--- src/rtl/lcd_seq_pkg.sv ---
package lcd_seq_pkg;

  localparam int WORD_W = 9;
  localparam int SCRIPT_LEN = 28;

  localparam logic [7:0] OP_SLEEP_IN  = 8'h10;
  localparam logic [7:0] OP_SLEEP_OUT = 8'h11;
  localparam logic [7:0] OP_INVERT_ON = 8'h21;
  localparam logic [7:0] OP_DISP_OFF  = 8'h28;
  localparam logic [7:0] OP_DISP_ON   = 8'h29;
  localparam logic [7:0] OP_ADDR_MODE = 8'h36;
  localparam logic [7:0] OP_PIX_FMT   = 8'h3A;

  typedef struct packed {
    logic       is_arg;
    logic       last;
    logic [7:0] val;
  } rom_ent_t;

  typedef enum logic [2:0] {
    S_OFF, S_RST, S_SETTLE, S_WAKE, S_WAKE_WAIT, S_SCRIPT, S_READY, S_CMD
  } seq_st_t;

endpackage

--- src/rtl/lcd_init_rom.sv ---
module lcd_init_rom
  import lcd_seq_pkg::*;
#(
  parameter int LEN = SCRIPT_LEN,
  localparam int AW = $clog2(LEN)
) (
  input  logic [AW-1:0] idx,
  output rom_ent_t      ent
);

  function automatic rom_ent_t op(input logic [7:0] b);
    return '{is_arg: 1'b0, last: 1'b0, val: b};
  endfunction

  function automatic rom_ent_t arg(input logic [7:0] b);
    return '{is_arg: 1'b1, last: 1'b0, val: b};
  endfunction

  always_comb begin
    ent = '{is_arg: 1'b0, last: 1'b1, val: 8'h00};
    case (idx)
      AW'(0):  ent = op(OP_ADDR_MODE);
      AW'(1):  ent = arg(8'h00);
      AW'(2):  ent = op(OP_PIX_FMT);
      AW'(3):  ent = arg({4'd6, 4'd6});
      AW'(4):  ent = op(8'hB2);
      AW'(5):  ent = arg(8'h0C);
      AW'(6):  ent = arg(8'h0C);
      AW'(7):  ent = arg(8'h00);
      AW'(8):  ent = arg({4'd3, 4'd3});
      AW'(9):  ent = arg({4'd3, 4'd3});
      AW'(10): ent = op(8'hB7);
      AW'(11): ent = arg({1'b0, 3'd3, 1'b0, 3'd5});
      AW'(12): ent = op(8'hBB);
      AW'(13): ent = arg(8'h2B);
      AW'(14): ent = op(8'hC3);
      AW'(15): ent = arg(8'h0F);
      AW'(16): ent = op(8'hC4);
      AW'(17): ent = arg(8'h20);
      AW'(18): ent = op(8'hC6);
      AW'(19): ent = arg(8'h0F);
      AW'(20): ent = op(8'hD0);
      AW'(21): ent = arg(8'hA4);
      AW'(22): ent = arg({2'd2, 2'd2, 2'd0, 2'd1});
      AW'(23): ent = op(OP_INVERT_ON);
      AW'(24): ent = op(8'hB1);
      AW'(25): ent = arg({1'b1, 2'd2, 1'b0, 1'b1, 1'b1, 1'b1, 1'b0});
      AW'(26): ent = arg({1'b0, 7'd8});
      AW'(27): begin
        ent = arg({3'd0, 5'd20});
        ent.last = 1'b1;
      end
      default: ;
    endcase
  end

endmodule

--- src/rtl/lcd_wait_timer.sv ---
module lcd_wait_timer #(
  parameter int CNT_W = 16
) (
  input  logic             clk,
  input  logic             rst_n,
  input  logic             load,
  input  logic [CNT_W-1:0] load_val,
  output logic             expired
);

  logic [CNT_W-1:0] cnt_q;
  logic             run_q;

  always_ff @(posedge clk or negedge rst_n) begin
    if (!rst_n) begin
      cnt_q <= '0;
      run_q <= 1'b0;
    end else if (load) begin
      cnt_q <= load_val;
      run_q <= 1'b1;
    end else if (run_q) begin
      if (cnt_q == '0) run_q <= 1'b0;
      else             cnt_q <= cnt_q - 1'b1;
    end
  end

  assign expired = run_q && (cnt_q == '0);

  p_count_down_r2: assert property (@(posedge clk) disable iff (!rst_n)
    (run_q && !load && cnt_q != '0) |=> (cnt_q == $past(cnt_q) - 1'b1));

endmodule

--- src/rtl/lcd_word_tx.sv ---
module lcd_word_tx #(
  parameter int WORD_W    = 9,
  parameter int HALF_CLKS = 4,
  localparam int HW = (HALF_CLKS > 1) ? $clog2(HALF_CLKS) : 1,
  localparam int BW = $clog2(WORD_W)
) (
  input  logic              clk,
  input  logic              rst_n,
  input  logic              in_valid,
  output logic              in_ready,
  input  logic [WORD_W-1:0] in_word,
  output logic              word_done,
  output logic              cs_n,
  output logic              sclk,
  output logic              sdo
);

  typedef enum logic [1:0] {T_IDLE, T_LOW, T_HIGH, T_GAP} tx_st_t;

  tx_st_t            st_q;
  logic [HW-1:0]     ph_q;
  logic [BW-1:0]     left_q;
  logic [WORD_W-1:0] sh_q;
  logic              cs_q, sclk_q, done_q;
  logic              ph_end;

  assign ph_end = (ph_q == HW'(HALF_CLKS - 1));

  always_ff @(posedge clk or negedge rst_n) begin
    if (!rst_n) begin
      st_q   <= T_IDLE;
      ph_q   <= '0;
      left_q <= '0;
      sh_q   <= '0;
      cs_q   <= 1'b1;
      sclk_q <= 1'b0;
      done_q <= 1'b0;
    end else begin
      done_q <= 1'b0;
      ph_q   <= ph_end ? '0 : ph_q + 1'b1;
      case (st_q)
        T_IDLE: begin
          ph_q <= '0;
          if (in_valid) begin
            sh_q   <= in_word;
            cs_q   <= 1'b0;
            left_q <= BW'(WORD_W - 1);
            st_q   <= T_LOW;
          end
        end
        T_LOW: if (ph_end) begin
          sclk_q <= 1'b1;
          st_q   <= T_HIGH;
        end
        T_HIGH: if (ph_end) begin
          sclk_q <= 1'b0;
          if (left_q == '0) begin
            cs_q <= 1'b1;
            st_q <= T_GAP;
          end else begin
            left_q <= left_q - 1'b1;
            sh_q   <= {sh_q[WORD_W-2:0], 1'b0};
            st_q   <= T_LOW;
          end
        end
        T_GAP: if (ph_end) begin
          done_q <= 1'b1;
          st_q   <= T_IDLE;
        end
        default: st_q <= T_IDLE;
      endcase
    end
  end

  assign in_ready  = (st_q == T_IDLE);
  assign word_done = done_q;
  assign cs_n      = cs_q;
  assign sclk      = sclk_q;
  assign sdo       = sh_q[WORD_W-1];

  p_sdo_still_high_r3: assert property (@(posedge clk) disable iff (!rst_n)
    sclk_q |-> $stable(sh_q[WORD_W-1]));
  p_clock_in_frame_r3: assert property (@(posedge clk) disable iff (!rst_n)
    cs_q |-> !sclk_q);

endmodule

--- src/rtl/lcd_init_seq.sv ---
module lcd_init_seq
  import lcd_seq_pkg::*;
#(
  parameter int CLKS_PER_MS   = 100000,
  parameter int RST_PULSE_MS  = 30,
  parameter int RST_SETTLE_MS = 120,
  parameter int WAKE_MS       = 120,
  parameter int SCLK_HALF     = 4
) (
  input  logic clk,
  input  logic rst_n,
  input  logic start,
  input  logic en_req,
  input  logic dis_req,
  input  logic off_req,
  output logic lcd_cs_n,
  output logic lcd_sclk,
  output logic lcd_sdo,
  output logic lcd_rst_n,
  output logic busy,
  output logic done
);

  localparam int RST_CYC    = RST_PULSE_MS * CLKS_PER_MS;
  localparam int SETTLE_CYC = RST_SETTLE_MS * CLKS_PER_MS;
  localparam int WAKE_CYC   = WAKE_MS * CLKS_PER_MS;
  localparam int MAX_A      = (RST_CYC > SETTLE_CYC) ? RST_CYC : SETTLE_CYC;
  localparam int MAX_CYC    = (MAX_A > WAKE_CYC) ? MAX_A : WAKE_CYC;
  localparam int TW         = $clog2(MAX_CYC + 1);
  localparam int AW         = $clog2(SCRIPT_LEN);

  seq_st_t          st_q;
  logic [AW-1:0]    idx_q;
  logic [7:0]       cmd_q;
  logic             issued_q, done_q;
  rom_ent_t         rom_ent;
  logic             tm_load, tm_exp;
  logic [TW-1:0]    tm_len;
  logic             sending, tx_valid, tx_ready, word_done;
  logic [WORD_W-1:0] tx_word;

  lcd_init_rom #(.LEN(SCRIPT_LEN)) u_rom (
    .idx (idx_q),
    .ent (rom_ent)
  );

  lcd_wait_timer #(.CNT_W(TW)) u_timer (
    .clk      (clk),
    .rst_n    (rst_n),
    .load     (tm_load),
    .load_val (tm_len),
    .expired  (tm_exp)
  );

  lcd_word_tx #(.WORD_W(WORD_W), .HALF_CLKS(SCLK_HALF)) u_tx (
    .clk       (clk),
    .rst_n     (rst_n),
    .in_valid  (tx_valid),
    .in_ready  (tx_ready),
    .in_word   (tx_word),
    .word_done (word_done),
    .cs_n      (lcd_cs_n),
    .sclk      (lcd_sclk),
    .sdo       (lcd_sdo)
  );

  always_comb begin
    tm_load = 1'b0;
    tm_len  = '0;
    case (st_q)
      S_OFF:    if (start) begin tm_load = 1'b1; tm_len = TW'(RST_CYC - 1); end
      S_RST:    if (tm_exp) begin tm_load = 1'b1; tm_len = TW'(SETTLE_CYC - 1); end
      S_WAKE:   if (word_done) begin tm_load = 1'b1; tm_len = TW'(WAKE_CYC - 1); end
      default: ;
    endcase
  end

  always_comb begin
    case (st_q)
      S_WAKE:   tx_word = {1'b0, OP_SLEEP_OUT};
      S_SCRIPT: tx_word = {rom_ent.is_arg, rom_ent.val};
      default:  tx_word = {1'b0, cmd_q};
    endcase
  end

  assign sending  = (st_q == S_WAKE) || (st_q == S_SCRIPT) || (st_q == S_CMD);
  assign tx_valid = sending && !issued_q;

  always_ff @(posedge clk or negedge rst_n) begin
    if (!rst_n) begin
      st_q     <= S_OFF;
      idx_q    <= '0;
      cmd_q    <= OP_DISP_ON;
      issued_q <= 1'b0;
      done_q   <= 1'b0;
    end else begin
      if (tx_valid && tx_ready) issued_q <= 1'b1;
      if (word_done)            issued_q <= 1'b0;
      case (st_q)
        S_OFF:    if (start) st_q <= S_RST;
        S_RST:    if (tm_exp) st_q <= S_SETTLE;
        S_SETTLE: if (tm_exp) st_q <= S_WAKE;
        S_WAKE:   if (word_done) st_q <= S_WAKE_WAIT;
        S_WAKE_WAIT: if (tm_exp) begin
          idx_q <= '0;
          st_q  <= S_SCRIPT;
        end
        S_SCRIPT: if (word_done) begin
          if (rom_ent.last) begin
            done_q <= 1'b1;
            st_q   <= S_READY;
          end else begin
            idx_q <= idx_q + 1'b1;
          end
        end
        S_READY: begin
          if (off_req) begin
            cmd_q <= OP_SLEEP_IN;
            st_q  <= S_CMD;
          end else if (dis_req) begin
            cmd_q <= OP_DISP_OFF;
            st_q  <= S_CMD;
          end else if (en_req) begin
            cmd_q <= OP_DISP_ON;
            st_q  <= S_CMD;
          end
        end
        S_CMD: if (word_done) begin
          if (cmd_q == OP_SLEEP_IN) begin
            done_q <= 1'b0;
            st_q   <= S_OFF;
          end else begin
            st_q <= S_READY;
          end
        end
        default: st_q <= S_OFF;
      endcase
    end
  end

  assign lcd_rst_n = (st_q != S_RST);
  assign busy      = (st_q != S_OFF) && (st_q != S_READY);
  assign done      = done_q;

  p_quiet_in_reset_r2: assert property (@(posedge clk) disable iff (!rst_n)
    !lcd_rst_n |-> lcd_cs_n);
  p_request_needs_done_r7: assert property (@(posedge clk) disable iff (!rst_n)
    (st_q == S_CMD) |-> done_q);
  p_script_in_range_r5: assert property (@(posedge clk) disable iff (!rst_n)
    (st_q == S_SCRIPT) |-> (idx_q < AW'(SCRIPT_LEN)));
  p_done_drop_on_sleep_r9: assert property (@(posedge clk) disable iff (!rst_n)
    $fell(done_q) |-> ($past(cmd_q) == OP_SLEEP_IN));
  p_single_word_r3: assert property (@(posedge clk) disable iff (!rst_n)
    (issued_q && !word_done) |=> !(tx_valid && tx_ready));

endmodule

--- config.mk ---
export PLATFORM = sky130hd
export DESIGN_NAME = lcd_init_seq
export DESIGN_NICKNAME = d
export VERILOG_FILES = /design/src/rtl/lcd_seq_pkg.sv /design/src/rtl/lcd_init_rom.sv /design/src/rtl/lcd_wait_timer.sv /design/src/rtl/lcd_word_tx.sv /design/src/rtl/lcd_init_seq.sv
export SDC_FILE = /design/constraint.sdc
export NUM_CORES = 1
export LEC_CHECK = 0
export BUFFER_PORTS_ARGS = -buffer_cell sky130_fd_sc_hd__buf_2
export CORE_ASPECT_RATIO = 1.5
export CORE_MARGIN = 3
export CORE_UTILIZATION = 35
export DETAILED_ROUTE_END_ITERATION = 16
export SYNTH_ARGS = -nofsm -noshare
export SYNTH_HDL_FRONTEND = slang
export SYNTH_HIERARCHICAL = 1
export SYNTH_SLANG_ARGS = --single-unit
export TNS_END_PERCENT = 20
--- constraint.sdc ---
create_clock -name clk -period 3 [get_ports clk]
set_input_delay 0.15 -clock clk [delete_from_list [all_inputs] [get_ports clk]]
set_output_delay 0.15 -clock clk [all_outputs]
set_load 0.02 [all_outputs]
==> flow_summary.json, run 1 <==
{
  "critPathTopFamily": "simple AND/OR/NAND/NOR gates",
  "clkTransAtPathRegs_ps": 50,
  "crit_chain": "inv_1, ha_1, nor3b_1, nand3_1, nor3_2, mux2_2, and3_1, or2_2, inv_1, mux2_2",
  "synth.distinct_cells": 73,
  "fin_tns_setup_ps": 0,
  "cts_setup_buffers": 0,
  "rsz0062_at_grt": "false",
  "synth_edf_count": 0,
  "yosysSeqAreaShare": 0.358,
  "first_pass_iters": 4,
  "cts_root_buf": "clkbuf_16",
  "maxSlewViolCount": 0,
  "crit_fanout": 15,
  "grt_pass1_wl_microns": 15100,
  "ctsLongestPathBuffers": 2,
  "area.growth.synth_to_final_pct": 12.1,
  "dpl.hpwl_microns": 6170,
  "die_h_microns": 138,
  "synth_top_area_share": 0.338,
  "crit_required_ps": 3200,
  "maxCapViolCount": 0,
  "die_width_microns": 94.0,
  "grt-ovfl-total": 0,
  "synthFlopType": "dfrtp_1",
  "fin_crit_ps": 2620,
  "num_vias": 3194,
  "use_met2": 0.239,
  "layout_commonest_cell": "dfrtp_1",
  "ios": 12,
  "fmax_mhz": 381,
  "drive_gt1_frac": 0.194,
  "fin_nets": 460,
  "via_per_inst": 5.32,
  "initial_core_util": 0.364,
  "numCtsBuffers": 9,
  "drt_iter0_drc": 143,
  "netlist_instances": 442,
  "cts_sinks": 58,
  "mostFrequentLayoutCells": "dfrtp_1 (55), nand2_1 (42), a21oi_1 (30), nor2_1 (23), o21ai_0 (23)",
  "critPathLaunchType": "flip-flop",
  "path_buf_inv": 2,
  "synth_area_leader_cell": "dfrtp_1",
  "numPortBuffers": 11,
  "grt_pass1_vias": 3131,
  "synth_warnings": 6,
  "critPathSlowestCell": "or2_2",
  "globalRouteMet1Util": 0.178,
  "num_rows": 47,
  "synth_area_per_cell_sq_um": 9.21,
  "grt_busiest_layer": "met2",
  "drt_wl_total_microns": 8580,
  "drcViolationCount": 0,
  "async_flop_share": 1.00,
  "synth.area.top_cells": "dfrtp_1 (34%), mux2_2 (4.4%), nand2_1 (3.9%)",
  "h-tree-depth": 3,
  "core_sq_mm": 0.0112,
  "die_area_sq_mm": 0.0130,
  "cp-end-kind": "flip-flop",
  "routedWlPerCell_microns": 14.3,
  "skew_ps": 4.35,
  "power.density_mw_per_mm2": 509,
  "setup_viol": 0,
  "hold_viol": 0,
  "n_antenna_cell": 0,
  "use_met3": 0.0261,
  "place_congestion": 0.829,
  "crit_type": "reg -> reg",
  "p_leak_nw": 1.77,
  "netlist_area_sq_mm": 0.00407,
  "clk_latency_ps": 320,
  "grt_max_degree": 39,
  "slowest_delay_ps": 390,
  "max_slew_margin": 0.419,
  "ys_seq_elements": 58,
  "rrSetupSlack_ps": 380,
  "ant_nets": 0,
  "cts_tree": "done",
  "cp_data_arrival_time_ps": 2820,
  "grt_usage": 0.141,
  "ir_drop_v": 0.000303,
  "finalCritPeriodShare": 0.874,
  "fin_util": 0.408,
  "antenna_found_initial": 0,
  "status": "completed",
  "holdCritPathClass": "in -> reg",
  "worst_pin_slew_ps": 872
}
==> worst paths after layout <==
path	start	endpoint	cells past startpoint
min in group asynchronous	rst_n	u_timer/cnt_q[5]$_DFFE_PN0P_	2
worst min register to register	u_tx/ph_q[0]$_DFF_PN0_	u_tx/ph_q[0]$_DFF_PN0_	1
max in group asynchronous	rst_n	u_tx/cs_n$_DFFE_PN1P_	3
worst max-delay path	u_timer/cnt_q[0]$_DFFE_PN0P_	u_timer/cnt_q[12]$_DFFE_PN0P_	10
worst min-delay path	off_req	cmd_q[3]$_DFFE_PN1P_	2
worst max register to register	u_timer/cnt_q[0]$_DFFE_PN0P_	u_timer/cnt_q[12]$_DFFE_PN0P_	10
==> area by class of cell <==
class,instances,area (sq um)
Inverter,20,75.1
Fill cell,1119,6610
Clock inverter,2,60.1
Timing Repair Buffer,24,155
Sequential cell,58,1460
Tap cell,147,184
Multi-Input combinational cell,336,2370
Clock buffer,13,260
==> stage by stage <==
step | power [W] | setup WS [ps] | cell area [sq um] | hold slack, ps | cells
final | 0.00232 | 377 | 4560 | 19.3 | 600
after global routing | 0.00244 | 184 | 4560 | 16.2 | 600
after CTS | 0.00235 | 371 | 4560 | 8.93 | 600
after detailed placement | 0.00124 | 382 | 4230 | 332 | 584
after global placement | 0.00123 | 425 | 4230 | 327 | 584
after floorplan | 0.00116 | 41.3 | 4080 | -146 | 444
==> power by group <==
group / internal (W) / switching (W) / total [W]
Sequential: 0.000861 / 0.000109 / 0.000970
Combinational: 0.000116 / 0.000139 / 0.000255
Clock: 0.000767 / 0.000330 / 0.00110
Total: 0.00174 / 0.000578 / 0.00232
==> repair_timing <==
action                    4_1_cts  5_1_grt
hold buffers                    1        0
resized for setup               0        0
hold endpoints to repair       35        0
==> synthesized netlist by cell type, types with 7 or more instances <==
cell type / number
a21oi_1: 30
a31oi_1: 7
buf_2: 13
clkbuf_1: 8
dfrtp_1: 55
inv_1: 20
mux2_2: 16
mux2_4: 8
nand2_1: 42
nand3_1: 9
nor2_1: 23
nor3_1: 14
o2111ai_1: 7
o211ai_1: 8
o21ai_0: 23
o21ai_1: 13
xnor2_1: 8
xor2_1: 11
==> state kept, by name (all words and copies together), names as in the netlist <==
| name | cells |
|---|---|
| u_timer/cnt_q | 24 |
| u_tx/sh_q | 9 |
| idx_q | 5 |
| u_tx/left_q | 4 |
| cmd_q | 3 |
| st_q | 3 |
| u_tx/ph_q | 2 |
| u_tx/st_q | 2 |
| done | 1 |
| issued_q | 1 |
| u_timer/run_q | 1 |
| u_tx/cs_n | 1 |
| u_tx/sclk | 1 |
| u_tx/word_done | 1 |
==> worst register-to-register path, cell delays in order, from the launching register on <==
cell and delay, ps:
dfrtp_1 360, inv_1 90, ha_1 190, nor3b_1 150, nand3_1 120, nor3_2 60, mux2_2 250, and3_1 190
or2_2 390, inv_1 320, mux2_2 380
==> cell families (layout without fill, tap and decap cells) <==
family / Yosys count / after routing / share of synthesized area
simple gates: 159 / 159 / 0.235
compound gates: 119 / 119 / 0.196
flops: 58 / 58 / 0.358
buf+inv: 50 / 59 / 0.0621
mux: 31 / 31 / 0.0919
xor+xnor: 19 / 19 / 0.0409
fa+ha+maj: 5 / 5 / 0.0154
other cells: 1 / 3 / 0.000922
==> per-layer routing <==
metal,vias to the layer above,share of wire
met5,-,0
li1,1609,-
met2,54,0.51
met1,1519,0.44
met4,0,0.018
met3,12,0.027
Note: power is estimated with default switching activity, not from simulation.
==> inputs of run 2 (changes only) <==
- REMOVE_ABC_BUFFERS: unset -> 1
==> flow_summary.json, run 2 (synthesized netlist as in run 1, its figures left out) <==
{
  "status": "complete, but fails checks",
  "violations": "negative hold slack",
  "drt_iter0_drc": 134,
  "numCtsBuffers": 9,
  "rrSetupSlack_ps": 490,
  "first_pass_iters": 4,
  "hold_viol": 40,
  "final_cells": 606,
  "grt_pass1_wl_microns": 14700,
  "hold_ws_ps": -37.0,
  "place_inst": 589,
  "cp-end-kind": "flip-flop",
  "drcViolationCount": 0,
  "grt_usage": 0.140,
  "fin_crit_ps": 2510,
  "dpl.hpwl_microns": 6370,
  "place_congestion": 0.840,
  "largest_register": "u_timer/cnt_q",
  "num_rows": 47,
  "p_leak_nw": 1.78,
  "setup_viol": 0,
  "critPathLaunchType": "flip-flop",
  "numPortBuffers": 11,
  "grt_max_degree": 59,
  "largest_reg_flops": 24,
  "via_per_inst": 5.35,
  "n_antenna_cell": 0,
  "holdCritPathClass": "in -> async",
  "fin_nets": 465,
  "maxSlewViolCount": 0,
  "crit_type": "reg -> reg",
  "die_h_microns": 138,
  "mostFrequentLayoutCells": "dfrtp_1 (55), nand2_1 (42), a21oi_1 (30), nor2_1 (23), o21ai_0 (23)",
  "grt_pass1_vias": 3034,
  "ios": 12,
  "reg_top3": "u_timer/cnt_q: 24 flops, u_tx/sh_q: 9 flops, idx_q: 5 flops",
  "initial_core_util": 0.364,
  "drt_wl_total_microns": 8890,
  "die_width_microns": 94.0,
  "area.growth.synth_to_final_pct": 12.0,
  "maxCapViolCount": 0,
  "die_area_sq_mm": 0.0130,
  "fmax_mhz": 398,
  "max_slew_margin": 0.502,
  "power.density_mw_per_mm2": 479,
  "routedWlPerCell_microns": 14.7,
  "cts_tree": "done",
  "rsz0062_at_grt": "false",
  "antenna_found_initial": 0,
  "cts_root_buf": "clkbuf_16",
  "ir_drop_v": 0.000251,
  "worst_pin_slew_ps": 747,
  "finalCritPeriodShare": 0.837,
  "layout_commonest_cell": "dfrtp_1",
  "core_sq_mm": 0.0112,
  "fillCellCount": 1138,
  "cts_sinks": 58,
  "ant_nets": 0,
  "h-tree-depth": 3,
  "cp_data_arrival_time_ps": 2720,
  "crit_required_ps": 3210,
  "clk_latency_ps": 330,
  "clkTransAtPathRegs_ps": 50,
  "ctsLongestPathBuffers": 2,
  "skew_ps": 5.35,
  "drive_gt1_frac": 0.205,
  "crit_fanout": 11,
  "num_vias": 3240,
  "grt-ovfl-total": 0
}
==> run 2: changes by cell type in the layout (fill, tap and decap cells not counted) <==
cell	before	now
nor3_1	13	14
nor3_2	4	3
clkinv_4	0	1
buf_4	12	17
bufinv_16	2	0
clkinv_2	0	2
clkbuf_1	2	1
clkinvlp_4	0	1
==> run 2: final cells by class <==
class / instances / area (sq um) / area share
Clock buffer: 12 / 256 / 0.0563
Tap cell: 147 / 184 / 0.0404
Multi-Input combinational cell: 336 / 2370 / 0.520
Clock inverter: 4 / 26.3 / 0.00576
Sequential cell: 58 / 1460 / 0.319
Timing Repair Buffer: 29 / 193 / 0.0423
Inverter: 20 / 75.1 / 0.0165
==> run 2: power breakdown <==
group / internal, W / total (W) / switching (W)
clock: 0.000601 / 0.000955 / 0.000354
combinational: 0.000117 / 0.000256 / 0.000139
sequential: 0.000861 / 0.000974 / 0.000114
total: 0.00158 / 0.00218 / 0.000606
==> run 2: metal layers <==
| layer | wire, microns | track usage | vias up |
|---|---|---|---|
| li1 | - | - | 1618 |
| met1 | 3840 | 0.166 | 1573 |
| met2 | 4680 | 0.246 | 35 |
| met3 | 210 | 0.0277 | 14 |
| met4 | 165 | 0.0525 | 0 |
| met5 | 0 | 0 | - |
==> run 2: through the flow <==
stage | setup WS, ps | utilization | total power (W) | cell area, sq um | setup TNS (ps)
2_1_floorplan | -481 | - | 0.00115 | 3900 | -3760
3_5_place_dp | 506 | 0.382 | 0.00124 | 4270 | 0
5_1_grt | 328 | 0.408 | 0.00230 | 4560 | 0
6_report | 488 | 0.408 | 0.00218 | 4560 | 0
3_3_place_gp | 563 | 0.382 | 0.00123 | 4270 | 0
4_1_cts | 503 | 0.408 | 0.00222 | 4560 | 0
==> run 2: worst paths after layout <==
check,start,end,cells past startpoint
max,u_timer/cnt_q[0]$_DFFE_PN0P_,u_timer/cnt_q[21]$_DFFE_PN0P_,10
min,rst_n,u_timer/cnt_q[13]$_DFFE_PN0P_,2
max reg2reg,u_timer/cnt_q[0]$_DFFE_PN0P_,u_timer/cnt_q[21]$_DFFE_PN0P_,10
min reg2reg,u_tx/ph_q[0]$_DFF_PN0_,u_tx/ph_q[0]$_DFF_PN0_,1
max in group asynchronous,rst_n,u_tx/ph_q[0]$_DFF_PN0_,2
min in group clk,dis_req,cmd_q[0]$_DFFE_PN1P_,3
==> run 2: worst max-delay path, stage by stage (launching register included) <==
cell and delay [ps]:
dfrtp_1 350, inv_1 90, ha_1 200, nor3b_1 160, nand3_1 100, nor3_1 70
mux2_2 260, and3_1 180, or2_2 300, inv_1 310, mux2_2 380
==> run 2: repair_timing <==
| action | CTS | global route |
|---|---|---|
| buffers inserted | 0 | 0 |
| hold buffers | 1 | 0 |
| hold endpoints to repair | 1 | 0 |
| endpoints found under the setup margin | 0 | 0 |
| resized for setup | 0 | 0 |
==> inputs of run 3 (changes only) <==
- clock period: 3 -> 2.5 ns (I/O delays scaled with it)
==> flow_summary.json, run 3 (synthesized netlist as in run 1, its figures left out) <==
{
  "status": "completed",
  "ctsLongestPathBuffers": 2,
  "die_width_microns": 94.0,
  "setup_viol": 0,
  "largest_register": "u_timer/cnt_q",
  "via_per_inst": 5.27,
  "cts_root_buf": "clkbuf_16",
  "num_rows": 47,
  "layout_commonest_cell": "dfrtp_1",
  "core_sq_mm": 0.0112,
  "critPathLaunchType": "flip-flop",
  "crit_type": "reg -> reg",
  "holdCritPathClass": "in -> reg",
  "final_area_sq_mm": 0.00468,
  "cp_data_arrival_time_ps": 2570,
  "largest_reg_flops": 24,
  "maxCapViolCount": 0,
  "routed.top_layer": "met4",
  "drive_gt1_frac": 0.233,
  "first_pass_iters": 4,
  "antenna_found_initial": 0,
  "routedWlPerCell_microns": 14.7,
  "cp-end-kind": "flip-flop",
  "drt_iter0_drc": 162,
  "grt_max_degree": 34,
  "h-tree-depth": 3,
  "n_antenna_cell": 0,
  "fin_nets": 482,
  "place_congestion": 0.821,
  "ant_nets": 0,
  "mostFrequentLayoutCells": "dfrtp_1 (55), nand2_1 (42), buf_4 (33), a21oi_1 (30)",
  "grt-ovfl-total": 0,
  "fillCellCount": 1130,
  "numPortBuffers": 11,
  "skew_ps": 10.5,
  "hold_viol": 0,
  "numCtsBuffers": 9,
  "drt_wl_total_microns": 9170,
  "place_inst": 605,
  "ios": 12,
  "multi_input_area_sq_mm": 0.00238,
  "maxSlewViolCount": 0,
  "crit_fanout": 7,
  "wl_met3_microns": 173,
  "max_slew_margin": 0.491,
  "grt_usage": 0.153,
  "clkTransAtPathRegs_ps": 60,
  "wirelength_met1_microns": 3900,
  "die_area_sq_mm": 0.0130,
  "area.growth.synth_to_final_pct": 15.1,
  "finalCritPeriodShare": 0.939,
  "ir_drop_v": 0.000273,
  "crit_required_ps": 2720,
  "cts_sinks": 58,
  "regArea_sq_mm": 0.00146,
  "num_vias": 3284,
  "reg_top3": "u_timer/cnt_q: 24 flops, u_tx/sh_q: 9 flops, idx_q: 5 flops",
  "die_h_microns": 138,
  "fin_crit_ps": 2350,
  "dpl.hpwl_microns": 6880,
  "power.density_mw_per_mm2": 559,
  "cts_tree": "done",
  "initial_core_util": 0.364,
  "place_area_sq_mm": 0.00439,
  "wl_met2_microns": 4890,
  "worst_pin_slew_ps": 763,
  "rsz0062_at_grt": "true",
  "grt_pass1_vias": 3370,
  "final_cells": 623,
  "fmax_mhz": 426,
  "grt_pass1_wl_microns": 16100,
  "p_leak_nw": 1.86,
  "clk_latency_ps": 330,
  "drcViolationCount": 0
}
[run 3: changes by cell type in the layout (fill, tap and decap cells not counted), sizes merged]
cell	change
clkbuf	+1
buf	+16
dlygate4sd3	+1
clkinvlp	-1
[run 3: area by class of cell]
cell class / instances / share of cell area
Tap cell: 147 / 0.0393
Inverter: 20 / 0.0160
Clock inverter: 3 / 0.00321
Multi-Input combinational cell: 336 / 0.508
Clock buffer: 13 / 0.0534
Timing Repair Buffer: 46 / 0.0689
Sequential cell: 58 / 0.311
[run 3: worst max-delay path, cell delays in order (launching register included)]
cell and delay (ps):
dfrtp_1 440, nor4_4 420, nand4_4 150, nor3_2 250, mux2_2 190, and3_1 180, or2_4 140, inv_1 50
buf_4 150, mux2_2 260
[run 3: what timing repair did]
action / CTS / global route
endpoints found under the setup margin: 2 / 5
hold buffers: 2 / 0
hold endpoints to repair: 31 / 0
resized for setup: 1 / 4
buffers inserted: 0 / 0
[run 3: through the flow]
step | hold slack [ps] | setup TNS (ps) | utilization | power (W) | worst slack (ps)
detailed placement | 247 | 0 | 0.392 | 0.00153 | 0.116
CTS | 142 | 0 | 0.418 | 0.00265 | 69.3
global route | 159 | -17.3 | 0.419 | 0.00276 | -17.3
floorplan | -171 | -16470 | - | 0.00139 | -981
global placement | 247 | 0 | 0.392 | 0.00152 | 87.9
finish | 153 | 0 | 0.419 | 0.00262 | 152
[run 3: worst paths after layout]
path | startpoint | end | slack, ps | cells after the start
max | u_timer/cnt_q[10]$_DFFE_PN0P_ | u_timer/cnt_q[12]$_DFFE_PN0P_ | 150 | 9
min | dis_req | cmd_q[0]$_DFFE_PN1P_ | 150 | 3
max reg2reg | u_timer/cnt_q[10]$_DFFE_PN0P_ | u_timer/cnt_q[12]$_DFFE_PN0P_ | 150 | 9
min reg2reg | u_tx/ph_q[0]$_DFF_PN0_ | u_tx/ph_q[0]$_DFF_PN0_ | 440 | 1
max in group asynchronous | rst_n | cmd_q[3]$_DFFE_PN1P_ | 1340 | 3
min in group asynchronous | rst_n | u_timer/cnt_q[5]$_DFFE_PN0P_ | 400 | 2
[run 3: power breakdown]
part	switching, W	internal, W
logic	0.000205	0.000172
registers	0.000106	0.00103
clock network	0.000412	0.000692
[run 3: layer usage]
| layer | global-route usage | vias to the layer above |
|---|---|---|
| li1 | - | 1649 |
| met1 | 0.180 | 1583 |
| met4 | 0.0609 | 0 |
| met2 | 0.269 | 35 |
| met3 | 0.0261 | 17 |
| met5 | 0 | - |
